==> src/rtl/bpj_pkg.sv <==
package bpj_pkg;
  localparam int THR_W  = 4;
  localparam int CODE_W = 4;
  localparam int US_W   = 10;
  localparam int KB_SHIFT = 10;

  typedef enum logic {ST_IDLE = 1'b0, ST_JAM = 1'b1} bpj_state_e;

  function automatic logic [US_W-1:0] jam_us(input logic [CODE_W-1:0] code);
    int us;
    case (code)
      4'd0:    us = 5;
      4'd1:    us = 10;
      4'd2:    us = 15;
      4'd3:    us = 25;
      4'd4:    us = 50;
      default: us = 100 + (int'(code) - 5) * 50;
    endcase
    return US_W'(us);
  endfunction
endpackage

==> src/rtl/bpj_thresh.sv <==
module bpj_thresh #(
  parameter int FREE_W = 16
) (
  input  logic [bpj_pkg::THR_W-1:0] thr,
  input  logic [FREE_W-1:0]         free_bytes,
  output logic                      below
);
  localparam int LIM_W = bpj_pkg::THR_W + bpj_pkg::KB_SHIFT;
  localparam int CMP_W = (FREE_W > LIM_W) ? FREE_W : LIM_W;

  logic [LIM_W-1:0] limit;
  logic [CMP_W-1:0] free_x, lim_x;

  always_comb begin
    limit  = {thr, {bpj_pkg::KB_SHIFT{1'b0}}};
    free_x = CMP_W'(free_bytes);
    lim_x  = CMP_W'(limit);
    below  = (thr != '0) && (free_x < lim_x);
  end
endmodule

==> src/rtl/bpj_timer.sv <==
module bpj_timer #(
  parameter int CYC_PER_US = 100
) (
  input  logic                     clk,
  input  logic                     rst_n,
  input  logic                     run,
  input  logic                     load,
  input  logic [bpj_pkg::US_W-1:0] load_us,
  output logic                     done
);
  localparam int PRE_W = (CYC_PER_US > 1) ? $clog2(CYC_PER_US) : 1;
  localparam logic [PRE_W-1:0] PRE_MAX = PRE_W'(CYC_PER_US - 1);

  logic [PRE_W-1:0]         pre_q;
  logic [bpj_pkg::US_W-1:0] us_q;

  assign done = run && (pre_q == '0) && (us_q == '0);

  always_ff @(posedge clk) begin
    if (!rst_n) begin
      pre_q <= '0;
      us_q  <= '0;
    end else if (load) begin
      pre_q <= PRE_MAX;
      us_q  <= load_us - 1'b1;
    end else if (run) begin
      if (pre_q == '0) begin
        pre_q <= PRE_MAX;
        if (us_q != '0) us_q <= us_q - 1'b1;
      end else begin
        pre_q <= pre_q - 1'b1;
      end
    end
  end
endmodule

==> src/rtl/bp_jam_ctrl.sv <==
module bp_jam_ctrl #(
  parameter int CYC_PER_US = 100,
  parameter int FREE_W     = 16
) (
  input  logic              clk,
  input  logic              rst_n,
  input  logic              cfg_wr,
  input  logic [7:0]        cfg_wdata,
  output logic [7:0]        cfg_rdata,
  input  logic [FREE_W-1:0] free_bytes,
  output logic              jam_req,
  output logic              busy
);
  import bpj_pkg::*;

  localparam logic [7:0] CFG_RST = 8'h37;

  logic [7:0]  cfg_q;
  bpj_state_e  state_q;
  logic        below, done, start;

  bpj_thresh #(.FREE_W(FREE_W)) u_thresh (
    .thr        (cfg_q[7:4]),
    .free_bytes (free_bytes),
    .below      (below)
  );

  assign start = below && ((state_q == ST_IDLE) || done);

  bpj_timer #(.CYC_PER_US(CYC_PER_US)) u_timer (
    .clk     (clk),
    .rst_n   (rst_n),
    .run     (state_q == ST_JAM),
    .load    (start),
    .load_us (jam_us(cfg_q[3:0])),
    .done    (done)
  );

  always_ff @(posedge clk) begin
    if (!rst_n) cfg_q <= CFG_RST;
    else if (cfg_wr) cfg_q <= cfg_wdata;
  end

  always_ff @(posedge clk) begin
    if (!rst_n) state_q <= ST_IDLE;
    else if (start) state_q <= ST_JAM;
    else if (done) state_q <= ST_IDLE;
  end

  assign cfg_rdata = cfg_q;
  assign jam_req   = (state_q == ST_JAM);
  assign busy      = jam_req | below;
endmodule

==> config.mk <==
export PLATFORM = sky130hd
export DESIGN_NAME = bp_jam_ctrl
export DESIGN_NICKNAME = d
export VERILOG_FILES = /design/src/rtl/bpj_pkg.sv /design/src/rtl/bpj_thresh.sv /design/src/rtl/bpj_timer.sv /design/src/rtl/bp_jam_ctrl.sv
export SDC_FILE = /design/constraint.sdc
export NUM_CORES = 1
export LEC_CHECK = 0
export BUFFER_PORTS_ARGS = -buffer_cell sky130_fd_sc_hd__buf_2
export CELL_PAD_IN_SITES_DETAIL_PLACEMENT = 1
export CELL_PAD_IN_SITES_GLOBAL_PLACEMENT = 1
export CORE_MARGIN = 2
export CORE_UTILIZATION = 38
export DETAILED_ROUTE_END_ITERATION = 16
export GPL_TIMING_DRIVEN = 0
export HOLD_SLACK_MARGIN = 0.05
export PLACE_DENSITY = 0.84
export RECOVER_POWER = 50
export SLEW_MARGIN = 25
export SYNTH_ARGS = -nofsm -noshare
export SYNTH_HDL_FRONTEND = slang
export SYNTH_SLANG_ARGS = --single-unit
==> constraint.sdc <==
create_clock -name clk -period 3.9 [get_ports clk]
set_input_delay 0.78 -clock clk [delete_from_list [all_inputs] [get_ports clk]]
set_output_delay 0.78 -clock clk [all_outputs]
set_load 0.05 [all_outputs]
==> out/metrics.csv, run 1 <==
metric,value,unit
outcome,"complete, no violations",
die_area,6500,um2
worstPathArrival,3.92,ns
synth-warning-count,0,
drtAntennaViolNets,0,
grt_pass1_wl,11500,um
final_nets,360,
hpwl,4960,um
cts_sinks,26,
clock_power_share,13.8,%
die_height,80.6,um
via_per_inst,5.86,
fin_crit_sh,95.2,%
drt_iter0_drc,129,
clk_pin_slew,0.10,ns
critPathMaxFanout,11,
drc_errors,0,
max-clock-path-buffers,2,
antenna_found_initial,0,
grtUsageTotal,22.2,%
avgSynthCellArea,8.09,um2
maxSlewHeadroom,59.3,%
initial_utilization,40.0,%
antennaDiodeCount,0,
clk_latency,0.28,ns
switchingPower,0.000524,W
first_pass_iters,4,
min_period,3.71,ns
hold_viol,0,
yosys_register_bits,26,
hold_ws,0.526,ns
worst_pin_slew,0.607,ns
power_density,433,nW/um2
crit_path_start_kind,flip-flop,
vias,2231,
cts_tree,done,
irDropWorstVdd,0.220,mV
io_buffers,26,
cp-end-kind,flip-flop,
numCtsBuffers,3,
core-area,5570,um2
hp-class,reg -> reg,
io_pins,37,
synth_area,2230,um2
fmax,0.269,GHz
cts_hold_buf,0,
seq_power_share,29.3,%
drive_gt1_share,22.7,%
slew_viol_final,0,
synth_cells,276,
grt-ovfl-total,0,
yosysUniqueCellTypes,58,
syn-num-nets,326,
rows,27,
async_reset_ff_share,0,%
fillers,708,
grt_max_degree,16,
cts_root_buffer,clkbuf_8,
finalSetupTns,0,ns
leakage,1.08,nW
drt-total-wl,6790,um
synth-edff-count,0,
comb_power_share,56.9,%
synthFlopType,dfxtp_1,
finalClockSkew,0.00287,ns
avgRoutedWirePerCell,17.8,um
p_int,0.000658,W
gp_congestion,0.827,
yosysSeqAreaShare,23.3,%
max-cap-violations,0,
required,4.11,ns
final_cell_mix,"nor2_1 (22), nand2_1 (22), dfxtp_1 (22)",
area_growth,22.3,%
first_global_vias,2409,
htreeDepth,1,
dieWidth,80.6,um
finalSetupViolations,0,
crit_type,reg -> reg,
switching_share,44.3,%
layout make-up:
type | count | area, um2 | share of cell area [%]
Multi-Input combinational cell | 223 | 1780 | 65.2
Sequential cell | 26 | 531 | 19.4
Timing Repair Buffer | 32 | 161 | 5.91
Tap cell | 72 | 90.1 | 3.30
Buffer | 9 | 61.3 | 2.25
Inverter | 15 | 61.3 | 2.25
Clock buffer | 3 | 41.3 | 1.51
Clock inverter | 1 | 3.75 | 0.137
synthesized netlist by cell type (8+ instances only):
| library cell | instances | area share, % |
|---|---|---|
| dfxtp_1 | 26 | 23 |
| ha_1 | 20 | 11 |
| a21oi_1 | 14 | 3.1 |
| nor3_1 | 9 | 2.0 |
| inv_1 | 15 | 2.5 |
| mux2i_1 | 8 | 3.6 |
| o21ai_0 | 14 | 3.1 |
| nand2_1 | 22 | 3.7 |
| clkbuf_1 | 9 | 1.5 |
| xnor2_1 | 9 | 3.5 |
| nor2_1 | 22 | 3.7 |
registers in the layout, summed over array words and instances, names as in the netlist:
name and flops:
cfg_rdata 8, jam_req 1, u_timer.pre_q 7, u_timer.us_q 10
cells by family (layout without fill, tap and decap cells):
logic type / count (synthesis) / after routing / synth area share (%)
xor+xnor: 16 / 16 / 6.28
mux: 8 / 8 / 3.59
buf+inv: 27 / 60 / 4.82
simple gates: 95 / 95 / 22.8
fa+ha+maj: 23 / 23 / 13.9
flops: 26 / 26 / 23.3
compound gates: 81 / 81 / 25.3
layer usage:
layer | GRT usage [%] | share of wire [%] | up-vias
li1 | - | - | 1085
met1 | 27.7 | 44 | 1077
met2 | 40.4 | 50 | 52
met3 | 3.15 | 3.5 | 17
met4 | 4.58 | 2.4 | 0
met5 | 0 | 0 | -
critical path, cell delays in order (launching register included):
cell	delay (ns)
dfxtp_4	0.45
inv_6	0.06
ha_4	0.18
clkbuf_16	0.15
xor2_4	0.16
inv_2	0.06
ha_1	0.33
ha_4	0.29
ha_4	0.20
ha_4	0.17
fa_2	0.60
xor2_1	0.09
a21oi_1	0.21
a31oi_2	0.15
or3_1	0.37
o211ai_1	0.15
power by group through the flow:
stage | Sequential [W] | Combinational, W | Clock, W
6_report | 0.000346 | 0.000672 | 0.000163
5_1_grt | 0.000353 | 0.000740 | 0.000176
4_1_cts | 0.000343 | 0.000591 | 0.000165
3_5_place_dp | 0.000344 | 0.000563 | 0
3_3_place_gp | 0.000343 | 0.000539 | 0
2_1_floorplan | 0.000356 | 0.000420 | 0
worst paths after layout:
| path | start | to | slack [ns] | depth (start not counted) |
|---|---|---|---|---|
| hold reg to reg | u_timer.us_q[0] | u_timer.us_q[0] | 0.53 | 2 |
| setup / recovery | cfg_rdata[0] | u_timer.us_q[9] | 0.19 | 15 |
| hold / removal | u_timer.us_q[0] | u_timer.us_q[0] | 0.53 | 2 |
| setup reg to reg | cfg_rdata[0] | u_timer.us_q[9] | 0.19 | 15 |
through the flow:
step	total power (W)	setup slack, ns	util (%)	std cells	cell area [um2]
floorplan	0.000776	0.00848	-	276	2300
global placement	0.000881	-0.125	45.2	374	2520
detailed placement	0.000907	-0.209	45.2	374	2520
CTS	0.00110	0.0271	47.3	380	2630
global route	0.00127	-0.00693	49.0	381	2730
finish	0.00118	0.187	49.0	381	2730
repair_timing:
action,4_1_cts,5_1_grt
cloned,0,0
pin swaps,6,14
endpoints found under the setup margin,3,3
gates resized for setup,10,19
setup buffers,4,2
Power figures use the tool's default switching activity.
==> run 2, diff against run 1 <==
- GPL_TIMING_DRIVEN: 0 -> unset
- SLEW_MARGIN: 25 -> 15
==> out/metrics.csv, run 2 (synthesis results as in run 1) <==
metric,value,unit
leakage,1.12,nW
finalSetupViolations,0,
grt_setup_unrepaired,no,
drtAntennaViolNets,0,
worst_pin_slew,0.853,ns
fmax,0.267,GHz
fin_ws,0.149,ns
drc_errors,0,
irDropWorstVdd,0.216,mV
cts_sinks,26,
core-area,5570,um2
drive_gt1_share,24.0,%
crit_path_start_kind,flip-flop,
first_global_vias,2256,
clk_latency,0.28,ns
cp_num_buf_inv,3,
clk_pin_slew,0.10,ns
max-clock-path-buffers,2,
slowest_stage,or4_1,
via_per_inst,5.79,
crit_type,reg -> reg,
gp_congestion,0.810,
cp-end-kind,flip-flop,
regMostFlops,u_timer.us_q,
power_density,447,nW/um2
finalSetupTns,0,ns
finalClockSkew,0.00297,ns
maxSlewHeadroom,41.7,%
path_delay_family,adder cells,
hold_ws,0.535,ns
vias,2230,
antennaDiodeCount,0,
die_height,80.6,um
cts_root_buffer,clkbuf_8,
fin_crit_sh,96.2,%
avgRoutedWirePerCell,16.5,um
min_period,3.75,ns
antenna_found_initial,0,
max-cap-violations,0,
slew_viol_final,0,
area_growth,22.9,%
utilization,49.2,%
htreeDepth,1,
final_nets,364,
io_pins,37,
first_pass_iters,4,
required,4.13,ns
power,0.00123,W
grtUsageTotal,20.4,%
dieWidth,80.6,um
slowest_delay,0.53,ns
cts_hold_buf,0,
hold_viol,0,
dp_slack,-0.0275,ns
hpwl,4820,um
numCtsBuffers,3,
worst_path_most_repeated_cell,ha_1,
drt_iter0_drc,113,
cp_cell_sequence,inv_2 -> ha_4 -> buf_12 -> xor2_4 -> inv_2 -> ha_1 -> ha_1 -> ha_1 -> ha_2 -> fa_2 -> xor2_2 -> a21oi_2 -> a31oi_4 -> or4_1 -> nand3_1,
io_buffers,26,
grt-ovfl-total,0,
initial_utilization,40.0,%
worstPathArrival,3.98,ns
outcome,"complete, no violations",
hp-class,reg -> reg,
die_area,6500,um2
critPathMaxFanout,5,
largest_reg_flops,10,
final_cell_mix,"nor2_1 (22), nand2_1 (22), dfxtp_1 (22)",
grt_max_degree,17,
cts_tree,done,
grt_pass1_wl,10500,um
rows,27,
drt-total-wl,6370,um
==> run 2: changes by cell type in the layout (fill, tap and decap cells not counted), sizes merged <==
cell    delta
buf       +12
clkbuf     -8
bufinv     +1
clkinv     -1
==> run 2: worst paths after layout <==
path                                 startpoint               to  slack (ns)  depth (start not counted)
worst min-delay path            u_timer.us_q[8]  u_timer.us_q[8]        0.53                          2
worst max-delay path               cfg_rdata[1]  u_timer.us_q[8]        0.15                         15
worst max register to register     cfg_rdata[1]  u_timer.us_q[8]        0.15                         15
worst min register to register  u_timer.us_q[8]  u_timer.us_q[8]        0.53                          2
==> run 2: layer usage <==
metal / routed length, um / track usage [%] / vias up
met5: 0 / 0 / -
met4: 31 / 3.05 / 0
met2: 3270 / 37.0 / 45
met1: 2830 / 25.6 / 1089
li1: - / - / 1092
met3: 231 / 3.37 / 4
==> run 2: area by class of cell <==
cell class / count / area, um2
Fill cell: 695 / 2830
Multi-Input combinational cell: 223 / 1720
Sequential cell: 26 / 531
Timing Repair Buffer: 45 / 274
Tap cell: 72 / 90.1
Inverter: 15 / 56.3
Clock buffer: 3 / 41.3
Clock inverter: 1 / 30.0
==> run 2: worst reg2reg max path, stage by stage, from the launching register on <==
cell and delay [ns]:
dfxtp_4 0.37, inv_2 0.07, ha_4 0.18, buf_12 0.11
xor2_4 0.18, inv_2 0.06, ha_1 0.29, ha_1 0.28
ha_1 0.30, ha_2 0.20, fa_2 0.51, xor2_2 0.21
a21oi_2 0.19, a31oi_4 0.13, or4_1 0.53, nand3_1 0.09
==> run 2: per-stage QoR <==
step / instances / cell area, um2
2_1_floorplan: 276 / 2300
3_3_place_gp: 378 / 2560
3_5_place_dp: 378 / 2560
5_1_grt: 385 / 2740
6_report: 385 / 2740
4_1_cts: 384 / 2660
==> run 2: what timing repair did <==
item | CTS | global route
pin swaps | 1 | 5
endpoints found under the setup margin | 2 | 3
buffers inserted | 2 | 1
gates resized for setup | 0 | 17
==> run 2: power by group <==
part	total, W	internal [W]	switching (W)
combinational	0.000646	0.000278	0.000367
sequential	0.000346	0.000298	0.0000473
clock	0.000235	0.000138	0.0000970
total	0.00123	0.000714	0.000512
